### src/rtl/sweep_pkg.sv
// Shared definitions for the adder sweep tester: controller states and
// fault-pattern codes. Assumes a two-bit fault selector.
package sweep_pkg;

    typedef enum logic [1:0] {
        ST_IDLE  = 2'd0,
        ST_SWEEP = 2'd1,
        ST_PAUSE = 2'd2,
        ST_END   = 2'd3
    } sweep_state_t;

    localparam logic [1:0] FM_CLEAN = 2'd0;
    localparam logic [1:0] FM_ONE   = 2'd1;
    localparam logic [1:0] FM_POW2  = 2'd2;
    localparam logic [1:0] FM_EDGE  = 2'd3;

endpackage

### src/rtl/faulty_adder.sv
// Adder under test. It produces a + b truncated to WIDTH bits and, depending
// on the fault selector, corrupts the result for a small fixed set of pairs.
// Assumes WIDTH >= 2. The logic is purely combinational.
module faulty_adder #(
    parameter int WIDTH = 16
) (
    input  logic [WIDTH-1:0] a,
    input  logic [WIDTH-1:0] b,
    input  logic [1:0]       mode,
    output logic [WIDTH-1:0] sum
);
    import sweep_pkg::*;

    localparam logic [WIDTH-1:0] ONE   = WIDTH'(1);
    localparam logic [WIDTH-1:0] THREE = WIDTH'(3);
    localparam logic [WIDTH-1:0] ZERO  = '0;
    localparam logic [WIDTH-1:0] ALL1  = '1;
    localparam logic [WIDTH-1:0] MSB   = ONE << (WIDTH-1);

    logic [WIDTH-1:0] raw;
    logic [WIDTH-1:0] pow2_hit;

    // one detector per bit position: a holds exactly that single bit
    for (genvar k = 0; k < WIDTH; k++) begin : g_pow2
        localparam logic [WIDTH-1:0] PATTERN = ONE << k;
        assign pow2_hit[k] = (a == PATTERN);
    end

    assign raw = a + b;

    // apply the selected corruption to the true sum
    always_comb begin
        sum = raw;
        unique case (mode)
            FM_CLEAN: sum = raw;
            FM_ONE:   if (a == ONE && b == ONE) sum = THREE;
            FM_POW2:  if (a == b && (|pow2_hit)) sum = raw ^ MSB;
            FM_EDGE:  if (b == ALL1 && (a == ZERO || a == ALL1)) sum = raw ^ ONE;
            default:  sum = raw;
        endcase
    end

endmodule

### src/rtl/sweep_counter.sv
// Operand counter for the sweep. It clears on reset and advances by one on
// each step request, and it flags the all-ones value. Wrapping is never
// requested by the controller.
module sweep_counter #(
    parameter int CW = 32
) (
    input  logic          clk,
    input  logic          rst_n,
    input  logic          step,
    output logic [CW-1:0] value,
    output logic          at_last
);
    // hold or advance the presented pair
    always_ff @(posedge clk) begin
        if (!rst_n) begin
            value <= '0;
        end else if (step) begin
            value <= value + 1'b1;
        end
    end

    assign at_last = &value;

endmodule

### src/rtl/sweep_ctrl.sv
// Sweep sequencer: idle -> sweep -> (pause on mismatch -> sweep) -> end.
// It asks the counter to step after a passing non-final pair, or on resume
// from a non-final pair. Assumes go is a synchronous pulse.
module sweep_ctrl (
    input  logic clk,
    input  logic rst_n,
    input  logic go,
    input  logic miscmp,
    input  logic at_last,
    output logic step,
    output logic sweeping,
    output logic fault_seen
);
    import sweep_pkg::*;

    sweep_state_t state, state_nx;

    // next-state and step decision
    always_comb begin
        state_nx = state;
        step     = 1'b0;
        unique case (state)
            ST_IDLE:  if (go) state_nx = ST_SWEEP;
            ST_SWEEP: begin
                if (miscmp) begin
                    state_nx = ST_PAUSE;
                end else if (at_last) begin
                    state_nx = ST_END;
                end else begin
                    step = 1'b1;
                end
            end
            ST_PAUSE: begin
                if (go) begin
                    if (at_last) begin
                        state_nx = ST_END;
                    end else begin
                        state_nx = ST_SWEEP;
                        step     = 1'b1;
                    end
                end
            end
            ST_END:   state_nx = ST_END;
            default:  state_nx = ST_IDLE;
        endcase
    end

    // state register
    always_ff @(posedge clk) begin
        if (!rst_n) begin
            state <= ST_IDLE;
        end else begin
            state <= state_nx;
        end
    end

    assign sweeping   = (state == ST_SWEEP);
    assign fault_seen = (state == ST_PAUSE);

endmodule

### src/rtl/adder_sweep_tester.sv
// Top of the exhaustive adder tester. It joins the operand counter, the
// adder under test, a reference sum and the sequencer. One pair is checked
// per sweeping cycle, and a mismatch halts on the failing pair.
module adder_sweep_tester #(
    parameter int WIDTH = 16
) (
    input  logic             clk,
    input  logic             rst_n,
    input  logic             go,
    input  logic [1:0]       fault_sel,
    output logic [WIDTH-1:0] op_a,
    output logic [WIDTH-1:0] op_b,
    output logic [WIDTH-1:0] sum_out,
    output logic             fault_seen,
    output logic             sweeping
);
    localparam int CW = 2 * WIDTH;

    logic [CW-1:0]    pair;
    logic             at_last;
    logic             step;
    logic [WIDTH-1:0] ref_sum;
    logic             miscmp;

    sweep_counter #(.CW(CW)) u_cnt (
        .clk     (clk),
        .rst_n   (rst_n),
        .step    (step),
        .value   (pair),
        .at_last (at_last)
    );

    assign op_a = pair[CW-1:WIDTH];
    assign op_b = pair[WIDTH-1:0];

    faulty_adder #(.WIDTH(WIDTH)) u_add (
        .a    (op_a),
        .b    (op_b),
        .mode (fault_sel),
        .sum  (sum_out)
    );

    // reference sum and comparison against the adder under test
    assign ref_sum = op_a + op_b;
    assign miscmp  = (sum_out != ref_sum);

    sweep_ctrl u_ctrl (
        .clk        (clk),
        .rst_n      (rst_n),
        .go         (go),
        .miscmp     (miscmp),
        .at_last    (at_last),
        .step       (step),
        .sweeping   (sweeping),
        .fault_seen (fault_seen)
    );

endmodule

### config.mk
export PLATFORM = sky130hd
export DESIGN_NAME = adder_sweep_tester
export DESIGN_NICKNAME = d
export VERILOG_FILES = /design/src/rtl/sweep_pkg.sv /design/src/rtl/faulty_adder.sv /design/src/rtl/sweep_counter.sv /design/src/rtl/sweep_ctrl.sv /design/src/rtl/adder_sweep_tester.sv
export SDC_FILE = /design/constraint.sdc
export NUM_CORES = 1
export LEC_CHECK = 0
export ABC_AREA = 1
export BUFFER_PORTS_ARGS = -buffer_cell sky130_fd_sc_hd__buf_2
export CORE_UTILIZATION = 64
export DETAILED_ROUTE_END_ITERATION = 16
export HOLD_SLACK_MARGIN = 0.06
export PLACE_DENSITY = 0.87
export SLEW_MARGIN = 20
export SYNTH_ARGS = -nofsm -noshare
export SYNTH_HDL_FRONTEND = slang
export SYNTH_SLANG_ARGS = --single-unit
### constraint.sdc
create_clock -name clk -period 3.9 [get_ports clk]
set_input_delay 0 -clock clk [delete_from_list [all_inputs] [get_ports clk]]
set_output_delay 0 -clock clk [all_outputs]
set_load 0.01 [all_outputs]
==> flow_metrics.env <==
export IMPL_status="finished, final reports clean"
export IMPL_rsz0062_at_grt="false"
export IMPL_dp_cells=793
export IMPL_mappedNetlistArea_sq_mm=0.00402
export IMPL_num_antenna_cells=0
export IMPL_routed_wl_microns=12900
export IMPL_first_iter_violations=382
export IMPL_ff2ff_path_depth=18
export IMPL_max_vdd_ir_drop_v=0.000387
export IMPL_row_count=28
export IMPL_yosys_register_bits=34
export IMPL_clkLatencyLatePin_ns=0.31
export IMPL_cp_top_family="simple AND/OR/NAND/NOR gates"
export IMPL_synth_top_area_share_pct=16.9
export IMPL_synthMostInstantiatedCell="nand2_1"
export IMPL_holdPathStages=5
export IMPL_worstPathArrival_ns=3.42
export IMPL_ctsHoldBuffers=1
export IMPL_powerDensity_mw_per_mm2=268
export IMPL_fillers=544
export IMPL_synth_edf_count=0
export IMPL_cp_slowest_stage_delay_ns=0.44
export IMPL_port_buffers=54
export IMPL_h_tree_depth=2
export IMPL_fin_cells=802
export IMPL_ff2ff_setup_slack_ns=0.69
export IMPL_gp_congestion=1.07
export IMPL_synthFlopType="dfxtp_1"
export IMPL_end_kind="register"
export IMPL_postRouteAntennaNets=0
export IMPL_tightestPinTransition_ns=1.06
export IMPL_drive_gt1_share_pct=15.1
export IMPL_clock_path_buffers=2
export IMPL_synthDistinctLibCells=38
export IMPL_die_x_microns=81.2
export IMPL_period_needed_ns=3.21
export IMPL_max_slew_margin_rel_pct=29.5
export IMPL_syn_inst=680
export IMPL_cts_tree="built"
export IMPL_grt_use_met3_pct=5.28
export IMPL_dr_pass1_iters=7
export IMPL_initial_core_util_pct=67.0
export IMPL_fin_setup_tns_ns=0
export IMPL_post_route_drc_count=0
export IMPL_hold_class="input port to register"
export IMPL_routedWlPerCell_microns=16.1
export IMPL_clock_fmax_ghz=0.312
export IMPL_timing_final_crit_share_pct=82.2
export IMPL_cp_cell_sequence="ha_1 > fa_1 > nand3_1 > nand2_1 > nand2_1 > nand3_1 > nor2_1 > nand2_1 > nor2_1 > nor2_1 > nor2_1 > nand3_2 > nor2_4 > nand3_4 > nand2_4 > buf_4 > nand3_1 > a21oi_2"
export IMPL_yosysTopAreaCell="dfxtp_1"
export IMPL_grt_max_degree=36
export IMPL_cp_required_ns=4.12
export IMPL_crit_buf_inv=1
export IMPL_min_from="go"
export IMPL_critPathMaxFanout=33
export IMPL_synth_common_cells="nand2_1 (174), inv_1 (84), nor2_1 (84)"
export IMPL_power_leakage_nw=2.20
export IMPL_cts_sinks=34
export IMPL_startpoint_type="register"
export IMPL_grt_busiest_layer="met2"
export IMPL_clkSlewWorstSetupHoldPaths_ns=0.09
export IMPL_finalSetupViolations=0
export IMPL_syn_to_final_growth_pct=9.35
export IMPL_drt_vias_per_instance=6.02
export IMPL_antenna_found_initial=0
export IMPL_skew_ns=0.0134
export IMPL_core_area_sq_mm=0.00599
export IMPL_vias=4825
export IMPL_dpl_hpwl_microns=10000
export IMPL_cp_slowest_cell="fa_1"
export IMPL_fin_nets=754
export IMPL_synth_warnings=0
export IMPL_cpMostUsedCell="nor2_1"
export IMPL_hold_viol_final=0
export IMPL_met2_usage_pct=66.1
export IMPL_fin_hold_ws_ns=0.107
export IMPL_grt_pass1_vias=4295
export IMPL_synthTopCellsByArea="dfxtp_1 (17%), nand2_1 (16%), nand3_1 (9.5%)"
export IMPL_yosysSeqAreaShare_pct=16.9
export IMPL_grt_pass1_wl_microns=20300
export IMPL_dieArea_sq_mm=0.00660
export IMPL_cts_resized=0
export IMPL_timing_rr_end="u_cnt.value[10]"
export IMPL_pin_count=55
export IMPL_max_cap_violations=0
export IMPL_synth_nets=708
export IMPL_async_reset_ff_share_pct=0
export IMPL_cts_setup_buffers=0
export IMPL_grt_util_met1_pct=52.0
export IMPL_drv_slew=0
export IMPL_synth_avg_cell_area_sq_um=5.91
export IMPL_grt_use_total_pct=40.4
export IMPL_min_to="u_ctrl.state[0]"
export IMPL_grt_overflow_total=0
export IMPL_cts_root_buf="clkbuf_8"
export IMPL_path_class="register to register"
export IMPL_cts_buffers=5
export IMPL_r2r_start="u_cnt.value[16]"
export IMPL_die_h_microns=81.2
-- registers in the layout (all words and copies together) (netlist names) --
| signal | flops |
|---|---|
| u_cnt.value | 32 |
| u_ctrl.state | 2 |
-- worst max-delay path by stage --
stage                    startpoint              end  slack (ns)  cells after the start
finish              u_cnt.value[16]  u_cnt.value[10]        0.69                     18
global route        u_cnt.value[16]  u_cnt.value[12]        0.46                     18
CTS                 u_cnt.value[16]  u_cnt.value[10]        0.77                     18
detailed placement  u_cnt.value[16]  u_cnt.value[10]        0.80                     18
global placement    u_cnt.value[16]  u_cnt.value[17]        0.90                     16
floorplan           u_cnt.value[16]  u_cnt.value[17]        1.24                     20
-- report_power, final --
part           total [mW]  internal [mW]  leakage, nW  switching, mW
Clock               0.287          0.126       0.0441          0.161
Sequential          0.390          0.364        0.274         0.0266
Combinational       0.500          0.141         1.88          0.359
Total                1.18          0.630         2.20          0.547
-- through the flow --
stage | worst slack, ns | utilization, % | area, sq um | total power, mW
4_1_cts | 0.765 | 73.3 | 4390 | 1.16
3_5_place_dp | 0.795 | 71.6 | 4290 | 0.885
2_1_floorplan | 1.24 | - | 4020 | 0.794
5_1_grt | 0.457 | 73.3 | 4390 | 1.23
6_report | 0.694 | 73.3 | 4390 | 1.18
3_3_place_gp | 0.904 | 71.6 | 4290 | 0.861
-- layer usage --
metal  up-vias  share of wire, %
li1       2313                 -
met1      2165                41
met2       294                46
met3        53               8.9
met4         0               3.9
met5         -                 0
-- cell type report --
class                      instances  area [sq um]  share of cell area (%)
tap                               75          93.8                    2.14
inverter                          84           315                    7.18
multi-input combinational        543          2910                    66.2
sequential                        34           681                    15.5
clock buffer                       5          68.8                    1.57
timing repair buffer              58           303                    6.89
clock inverter                     3          21.3                   0.484
-- worst register-to-register path, stage by stage (launching register included) --
cell,delay (ns)
dfxtp_1,0.41
ha_1,0.30
fa_1,0.44
nand3_1,0.13
nand2_1,0.10
nand2_1,0.09
nand3_1,0.07
nor2_1,0.12
nand2_1,0.07
nor2_1,0.15
nor2_1,0.06
nor2_1,0.11
nand3_2,0.11
nor2_4,0.13
nand3_4,0.10
nand2_4,0.10
buf_4,0.32
nand3_1,0.16
a21oi_2,0.16
-- cells by family (layout without fill, tap and decap cells) --
group,after synthesis,after routing,synth area share [%]
flip-flops,34,34,16.9
AO/OA/AOI/OAI,57,57,8.26
multiplexers,1,1,0.280
XOR/XNOR,32,32,6.98
AND/OR/NAND/NOR,430,430,49.6
adder cells (fa/ha/maj),23,23,7.35
buffers and inverters,103,150,10.6
-- layout by cell type (no fill, tap or decap), types with 2 or more instances in the layout --
cell	count
o21ai_0	5
buf_4	3
nand3_1	76
buf_2	54
nand2_4	2
nand4_1	22
inv_1	84
nor3_1	22
dfxtp_1	34
nor2_1	84
or2_2	2
clkbuf_8	5
xnor2_1	4
xor2_1	28
nand2_2	12
nand3_2	4
nor2_2	8
a21oi_2	11
ha_1	22
nor4_1	15
nand3b_1	2
nand2_1	174
a21oi_1	38
Note: power is estimated with default switching activity, not from simulation.
